--- src/rtl/subword_write_bridge.sv ---
module subword_write_bridge #(
  parameter int AW = 8,
  parameter int GAP_CYCLES = 300,
  parameter logic [AW-1:0] XFER_OFS = 'h0C,
  parameter logic [AW-1:0] CMD_OFS = 'h0E
) (
  input  logic          clk,
  input  logic          rst_n,
  input  logic          host_req,
  input  logic          host_we,
  input  logic [1:0]    host_size,
  input  logic [AW-1:0] host_addr,
  input  logic [31:0]   host_wdata,
  output logic          host_ready,
  output logic [31:0]   host_rdata,
  output logic          pr_rd,
  output logic          pr_wr,
  output logic [AW-1:0] pr_addr,
  output logic [31:0]   pr_wdata,
  input  logic [31:0]   pr_rdata
);
  localparam int CW = $clog2(GAP_CYCLES + 1);

  typedef enum logic [1:0] {ST_IDLE, ST_READ, ST_WRITE, ST_ACK} st_t;

  st_t           st;
  logic [AW-1:0] a_addr;
  logic [1:0]    a_size;
  logic          a_we, a_xfer;
  logic [31:0]   a_ins, a_mask;
  logic [4:0]    a_shift;
  logic [31:0]   shadow, wword, rword;
  logic [CW-1:0] gap_cnt;

  function automatic logic [4:0] lane_shift(input logic [1:0] sz, input logic [1:0] lo);
    case (sz)
      2'd0:    lane_shift = {lo, 3'b000};
      2'd1:    lane_shift = {lo[1], 4'b0000};
      default: lane_shift = 5'd0;
    endcase
  endfunction

  function automatic logic [31:0] lane_mask(input logic [1:0] sz, input logic [1:0] lo);
    case (sz)
      2'd0:    lane_mask = 32'h0000_00FF << lane_shift(sz, lo);
      2'd1:    lane_mask = 32'h0000_FFFF << lane_shift(sz, lo);
      default: lane_mask = 32'hFFFF_FFFF;
    endcase
  endfunction

  logic [31:0] h_mask, h_ins;
  logic        h_half, h_xfer, h_cmd;

  assign h_mask = lane_mask(host_size, host_addr[1:0]);
  assign h_ins  = (host_wdata << lane_shift(host_size, host_addr[1:0])) & h_mask;
  assign h_half = (host_size == 2'd1);
  assign h_xfer = host_we && h_half && (host_addr == XFER_OFS);
  assign h_cmd  = host_we && h_half && (host_addr == CMD_OFS);

  assign a_mask  = lane_mask(a_size, a_addr[1:0]);
  assign a_shift = lane_shift(a_size, a_addr[1:0]);

  logic [31:0] rmw_word;
  assign rmw_word = (pr_rdata & ~a_mask) | a_ins;

  assign pr_rd      = (st == ST_READ);
  assign pr_wr      = (st == ST_WRITE) && (gap_cnt == '0);
  assign pr_addr    = {a_addr[AW-1:2], 2'b00};
  assign pr_wdata   = wword;
  assign host_ready = (st == ST_ACK);
  assign host_rdata = rword;

  always_ff @(posedge clk) begin
    if (!rst_n) begin
      st     <= ST_IDLE;
      a_addr <= '0;
      a_size <= '0;
      a_we   <= 1'b0;
      a_xfer <= 1'b0;
      a_ins  <= '0;
      shadow <= '0;
      wword  <= '0;
      rword  <= '0;
    end else begin
      case (st)
        ST_IDLE: if (host_req) begin
          a_addr <= host_addr;
          a_size <= host_size;
          a_we   <= host_we;
          a_xfer <= h_xfer;
          a_ins  <= h_ins;
          if (host_we && host_size[1]) begin
            wword <= host_wdata;
            st    <= ST_WRITE;
          end else if (h_cmd) begin
            wword <= (shadow & ~h_mask) | h_ins;
            st    <= ST_WRITE;
          end else begin
            st <= ST_READ;
          end
        end
        ST_READ: begin
          if (!a_we) begin
            rword <= (pr_rdata & a_mask) >> a_shift;
            st    <= ST_ACK;
          end else if (a_xfer) begin
            shadow <= rmw_word;
            st     <= ST_ACK;
          end else begin
            wword <= rmw_word;
            st    <= ST_WRITE;
          end
        end
        ST_WRITE: if (pr_wr) st <= ST_ACK;
        default:  st <= ST_IDLE;
      endcase
    end
  end

  always_ff @(posedge clk) begin
    if (!rst_n)              gap_cnt <= '0;
    else if (pr_wr)          gap_cnt <= CW'(GAP_CYCLES - 1);
    else if (gap_cnt != '0)  gap_cnt <= gap_cnt - 1'b1;
  end
endmodule

--- config.mk ---
export PLATFORM = sky130hd
export DESIGN_NAME = subword_write_bridge
export DESIGN_NICKNAME = d
export VERILOG_FILES = /design/src/rtl/subword_write_bridge.sv
export SDC_FILE = /design/constraint.sdc
export NUM_CORES = 1
export LEC_CHECK = 0
export BUFFER_PORTS_ARGS = -buffer_cell sky130_fd_sc_hd__buf_4
export CORE_MARGIN = 3
export CORE_UTILIZATION = 45
export CTS_BUF_LIST = sky130_fd_sc_hd__clkbuf_8
export DETAILED_ROUTE_END_ITERATION = 12
export PLACE_DENSITY = 0.68
export REMOVE_ABC_BUFFERS = 1
export SYNTH_ARGS = -nofsm -noshare
export SYNTH_HDL_FRONTEND = slang
export SYNTH_SLANG_ARGS = --single-unit
export TNS_END_PERCENT = 10
--- constraint.sdc ---
create_clock -name clk -period 2.35 [get_ports clk]
set_input_delay 0.3525 -clock clk [delete_from_list [all_inputs] [get_ports clk]]
set_output_delay 0.3525 -clock clk [all_outputs]
set_load 0.01 [all_outputs]
# Yosys cells after proc, flatten, opt, wreduce, memory -nomap -nowiden

Cells that the tools add are included.
Widths: inputs -> output; s select.

$add $sub $neg: 1
$mul: 0
Divide/modulo/power cells: 0
Magnitude comparators: 0
Eq/ne operators: 12
Shifts and indexed selects: 6
Mux-type cells: 23
Bitwise operators: 10
Reductions and logical operators: 18

Operators by type and width:

| kind                  | number |
|---|---|
| $pmux 32 s2           | 3 |
| $mux 32               | 5 |
| $and 32x32->32        | 4 |
| $not 32->32           | 2 |
| $or 32x32->32         | 2 |
| $shl 16x5->32 const A | 2 |
| $shl 8x5->32 const A  | 2 |
| $shl 32x5->32         | 1 |
| $shr 32x5->32         | 1 |
| $mux 5                | 4 |
| $pmux 5 s2            | 2 |
| $mux 9                | 2 |
| $eq 8x4->1 const B    | 2 |
| $logic_not 9->1       | 1 |
| $reduce_bool 9->1     | 1 |
| $sub 9x1->9 const B   | 1 |
| $mux 2                | 4 |
| $eq 2x1->1 const B    | 3 |
| $logic_not 2->1       | 3 |
| $ne 2x2->1 const B    | 3 |
| $pmux 2 s3            | 1 |
| $reduce_and 2->1      | 3 |
| $logic_and 1x1->1     | 5 |
| $reduce_and 5->1      | 1 |
| 8 further kinds       | 12 |

Register bits after elaboration: 151
Latch bits: 0
RAM bits: 0
Memory bits (read-only): 0
Input bits: 78
Output and inout port bits: 75
Word-level logic and storage cells: 81
Memories: 0

# Logic depth before layout (Yosys ltp)

Word-level depth: 11
Gate-level depth with buffers: 10
Mapped depth without buffers: 7

# Worst setup path after synthesis

Ideal clock, no wire load.

Path type: register -> register
Start point: register st[1]
End point: register wword[27], in the netlist pr_wdata[27]
Setup time: 57 ps
Data arrival time: 1691 ps
Slack: 601 ps
Stages on the path, launching flop included: 9
Clock period less this slack: 1749 ps
Path through: dfxtp_1 -> inv_1 -> ha_1 -> buf_2 -> buf_2 -> clkbuf_1 -> a21oi_1 -> a221oi_1 -> a21o_1

Longest elaborated chain between the ends: 3

RTL lines:

| element                                      | line | RTL |
|---|---|---|
| start, declared                              | 26   | `st_t st;` |
| start signal, assigned                       | 75   | `st <= ST_IDLE;` |
| start signal, assigned                       | 94   | `st <= ST_WRITE;` |
| start signal, assigned                       | 97   | `st <= ST_WRITE;` |
| $eq 2x1->1 *                                 | --   |  |
| via pr_rd                                    | 16   | `output logic pr_rd,` |
| $ne 2x2->1 (no line) (tied with other cells) | --   |  |
| $reduce_and 5->1 (no line)                   | --   |  |
| end signal, assigned                         | 93   | `wword <= host_wdata;` |
| end signal, assigned                         | 96   | `wword <= (shadow & ~h_mask) \| h_ins;` |
| end signal, assigned                         | 110  | `wword <= rmw_word;` |
| end, declared                                | 32   | `logic [31:0] shadow, wword, rword;` |

The timed path passes the listed nets; every way through them passes the cells marked *.
A chain may end at the register's enable or synchronous reset.

# Final worst setup path

Start point: register gap_cnt[0]
End point: output pr_wr

Longest elaborated chain between the ends: 2

RTL lines:

| element                | line | RTL |
|---|---|---|
| start, declared        | 33   | `logic [CW-1:0] gap_cnt;` |
| start signal, assigned | 122  | `else if (pr_wr) gap_cnt <= CW'(GAP_CYCLES - 1);` |
| start signal, assigned | 123  | `else if (gap_cnt != '0) gap_cnt <= gap_cnt - 1'b1;` |
| $logic_not 9->1        | 67   | `assign pr_wr = (st == ST_WRITE) && (gap_cnt == '0);` |
| $logic_and 1x1->1      | 67   |  |
| end, declared          | 17   | `output logic pr_wr,` |

Every way passes these cells.

==> results.json <==
{
  "final_max_tran_viols": 0,
  "synth_enable_flop_cells": 0,
  "worst_skew_pair_later_pin_latency_ns": 0.46,
  "worstRegToRegCells": 7,
  "finalInstanceArea_sq_um": 9100,
  "synth.yosys.warnings": 0,
  "detail_route.wl_per_cell_um": 18.5,
  "tritoncts": "yes",
  "port_buf_inserts": 150,
  "n_antenna_cell": 0,
  "achievable-frequency_mhz": 444,
  "crit_chain": "inv_1 -> ha_1 -> or4b_4 -> nand2b_4 -> nor2_8 -> buf_4",
  "ff_latch_area_sq_um": 3020,
  "detailroute.via_count": 7421,
  "cp.buffers_inverters": 2,
  "average_via_count_per_standard_cell": 5.78,
  "worstPathArrival_ns": 1.90,
  "clock-sinks": 151,
  "design_power_total_mw": 9.30,
  "cts_max_path_buffers": 2,
  "cp.required_ns": 2.00,
  "drt_wl_total_um": 23700,
  "ant_nets": 0,
  "ios": 153,
  "cts_bufs_inserted": 17,
  "cp_slowest_stage_delay_ns": 0.47,
  "timing.final.hold_violations": 0,
  "cts_hold_repair.buffers": 0,
  "timing.max_cap.violations": 0,
  "first_global_vias": 6677,
  "detailedRoute.firstIterationViolations": 1014,
  "synthCells": 942,
  "grt_most_used_layer": "met2",
  "cpLargestDelayFamily": "simple AND/OR/NAND/NOR gates",
  "detailedPlace.worstSlack_ns": 0.302,
  "design.die.area_sq_um": 17900,
  "layout.filler_cells": 1512,
  "hold-path-cell-count": 3,
  "post-route-drc-count": 0,
  "post_dp_cell_area_sq_um": 8620,
  "post_synth_instance_area_sq_um": 7350,
  "synth_top_cell_by_area": "sky130_fd_sc_hd__dfxtp_1",
  "max_slew_margin_pct": 45.3,
  "die-height_um": 134,
  "ir_worst_vdd_uv": 437,
  "setup.worst_path.start_class": "register",
  "path_class": "reg2out",
  "timing.critical_path.slowest_stage_cell": "sky130_fd_sc_hd__or4b_4",
  "combined_area_of_the_multi_input_logic_cells_sq_um": 3860,
  "synth_ff_type": "sky130_fd_sc_hd__dfxtp_1",
  "grt_first_pass_wirelength_um": 36900,
  "clock_period_minus_worst_slack_ns": 2.25,
  "timing.critical_path.fanout_max": 4,
  "async_reset_ff_share_pct": 0,
  "syn_avg_cell_area_sq_um": 7.80,
  "cts.clk_slew.worst_paths_ns": 0.08,
  "setup_viol": 0,
  "globalRouteTotalUtil_pct": 25.8,
  "area_growth_syn_to_layout_pct": 23.8,
  "run_status": "finished, final reports clean",
  "grt_use_met3_pct": 4.35,
  "leakage_power_figure_nw": 3.60,
  "die_width_um": 134,
  "drive_above_1_share_pct": 21.7,
  "worstSetupEndpointType": "output port",
  "postSynthRegisterBits": 151,
  "place.detailed.hpwl_um": 16700,
  "fin_skew_ns": 0.00942,
  "global_route.usage.met1_pct": 37.2,
  "hold_class": "in2reg",
  "unrepaired_setup_endpoints_after_global_routing": "false",
  "drt_pre_antenna_iters": 5,
  "grt-ovfl-total": 0,
  "power-per-cell-area_nw_per_um2": 1020,
  "core_area_sq_um": 15900,
  "global_route.usage.met2_pct": 39.9,
  "grt_start_max_net_pins": 86,
  "share_of_the_clock_period_used_by_the_worst_path_pct": 95.9,
  "effective_utilization_at_floorplan_pct": 46.1,
  "synth.area.top_cells": "sky130_fd_sc_hd__dfxtp_1 (41%), sky130_fd_sc_hd__a21oi_1 (9.3%), sky130_fd_sc_hd__nand2_1 (6.7%)",
  "ctsHtreeMaxLevel": 4,
  "antenna_violations_before_repair": 0,
  "routabilityCongestion": 0.914,
  "worstMarginPinSlew_ns": 0.819,
  "fin_nets": 1137,
  "row_count": 46,
  "layout_setup_ws_ns": 0.0970,
  "cts_root_buf": "sky130_fd_sc_hd__clkbuf_8",
  "netlist-cell-type-count": 61,
  "synth_seq_area_share_pct": 41.1,
  "path_length_in_cells_of_the_critical_path": 6,
  "synth.top_cell.area_share_pct": 41.1
}
## cell usage after synthesis, drive strengths merged (2+ instances only)
| cell | n |
|---|---|
| nand3 | 34 |
| nand2 | 131 |
| o22a | 3 |
| ha | 5 |
| o31a | 5 |
| nor2 | 91 |
| a31oi | 19 |
| nand2b | 11 |
| and2 | 5 |
| o221ai | 9 |
| or3 | 2 |
| mux2i | 7 |
| a21oi | 140 |
| o311ai | 3 |
| and3 | 4 |
| dfxtp | 151 |
| or2 | 3 |
| a221o | 17 |
| o211ai | 8 |
| a221oi | 6 |
| o31ai | 8 |
| o311a | 3 |
| a22oi | 8 |
| nor3b | 6 |
| nor2b | 10 |
| a211oi | 29 |
| a222oi | 4 |
| o32ai | 2 |
| nand3b | 5 |
| inv | 14 |
| clkbuf | 48 |
| a21o | 3 |
| nor3 | 16 |
| buf | 42 |
| o21ai | 69 |
| a2bb2oi | 8 |
## worst reg2reg max path: stages (launching register included)
cell	delay, ns
sky130_fd_sc_hd__dfxtp_1	0.33
sky130_fd_sc_hd__inv_1	0.10
sky130_fd_sc_hd__ha_2	0.32
sky130_fd_sc_hd__nor2b_1	0.51
sky130_fd_sc_hd__o21ai_0	0.21
sky130_fd_sc_hd__a31oi_1	0.18
sky130_fd_sc_hd__o21ai_0	0.11
sky130_fd_sc_hd__a21oi_1	0.14
## power breakdown
group / internal, mW / switching [mW]
Sequential: 3.00 / 0.277
Clock: 1.32 / 1.03
Combinational: 1.53 / 2.15
Total: 5.85 / 3.45
## routing by layer
metal / vias to the layer above / routed length [um] / part of all wire [%]
met5: - / 0 / 0
met4: 0 / 410 / 1.7
met3: 27 / 1860 / 7.8
met2: 332 / 10800 / 45
met1: 3446 / 10700 / 45
li1: 3616 / - / -
## layout by cell type, fill, tap and decap left out, types with 5 or more instances in the layout
cell                        instances
sky130_fd_sc_hd__nor3_1            16
sky130_fd_sc_hd__o21ai_0           57
sky130_fd_sc_hd__o21ai_1           10
sky130_fd_sc_hd__a211oi_1          29
sky130_fd_sc_hd__nand2_1          131
sky130_fd_sc_hd__dfxtp_1          150
sky130_fd_sc_hd__o31a_1             5
sky130_fd_sc_hd__a31oi_1           19
sky130_fd_sc_hd__clkbuf_8          19
sky130_fd_sc_hd__a22oi_1            8
sky130_fd_sc_hd__bufinv_16          5
sky130_fd_sc_hd__nand2b_1          10
sky130_fd_sc_hd__nand3b_1           5
sky130_fd_sc_hd__o211ai_1           8
sky130_fd_sc_hd__a221oi_1           6
sky130_fd_sc_hd__a21oi_1          136
sky130_fd_sc_hd__nand3_1           34
sky130_fd_sc_hd__buf_12             5
sky130_fd_sc_hd__mux2i_1            7
sky130_fd_sc_hd__o221ai_1           9
sky130_fd_sc_hd__nor2_1            90
sky130_fd_sc_hd__and2_1             5
sky130_fd_sc_hd__buf_4            177
sky130_fd_sc_hd__o31ai_1            8
sky130_fd_sc_hd__nor3b_1            5
sky130_fd_sc_hd__nor2b_1           10
sky130_fd_sc_hd__inv_1             14
sky130_fd_sc_hd__a221o_1           17
sky130_fd_sc_hd__a2bb2oi_1          8
## path summary, 6_finish.rpt
check	startpoint	end	slack [ns]
worst max register to register	st[1]	host_rdata[6]	0.37
worst min register to register	host_rdata[19]	host_rdata[19]	0.45
worst max-delay path	gap_cnt[0]	pr_wr	0.1
worst min-delay path	host_addr[3]	a_addr[3]	0.15
## metrics by stage
step | TNS (ns) | util, % | std cells | hold WS (ns)
after CTS | 0 | 57.0 | 1283 | 0.127
after floorplan | -76.11 | - | 853 | 0.436
after detailed placement | 0 | 54.1 | 1250 | 0.444
final | 0 | 57.1 | 1283 | 0.148
after global routing | 0 | 57.1 | 1283 | 0.133
after global placement | 0 | 54.1 | 1250 | 0.439
## kinds of logic (layout without fill, tap and decap cells)
logic type               count (synthesis)  count (layout)  synth area share (%)
other                                    1               2                0.0510
buffers and inverters                  104             228                  6.47
flip-flops                             151             151                  41.1
multiplexers                             7               7                 0.954
AO/OA/AOI/OAI                          351             351                  30.6
adder cells (fa/ha/maj)                  5               5                 0.851
AND/OR/NAND/NOR                        323             323                  20.0
## state kept, by name, summed over array words and instances, names as in the netlist
name,count
a_size,2
shadow,32
a_we,1
a_addr,8
host_rdata,32
a_ins,32
a_xfer,1
pr_wdata,32
gap_cnt,9
st,2
## cell type report
type                            count  area share (%)
Clock buffer                       19            2.87
Clock inverter                     13            2.21
Inverter                           14           0.591
Multi-Input combinational cell    688            42.4
Sequential cell                   151            33.2
Tap cell                          216            2.97
Timing Repair Buffer              182            15.7
## timing repair
item / in CTS / in global routing
setup endpoints to repair: 1 / 1
setup buffers: 1 / 0
resized for setup: 0 / 1
endpoints found under the hold margin: 0 / 0
cloned: 0 / 0
Power figures use the tool's default switching activity.
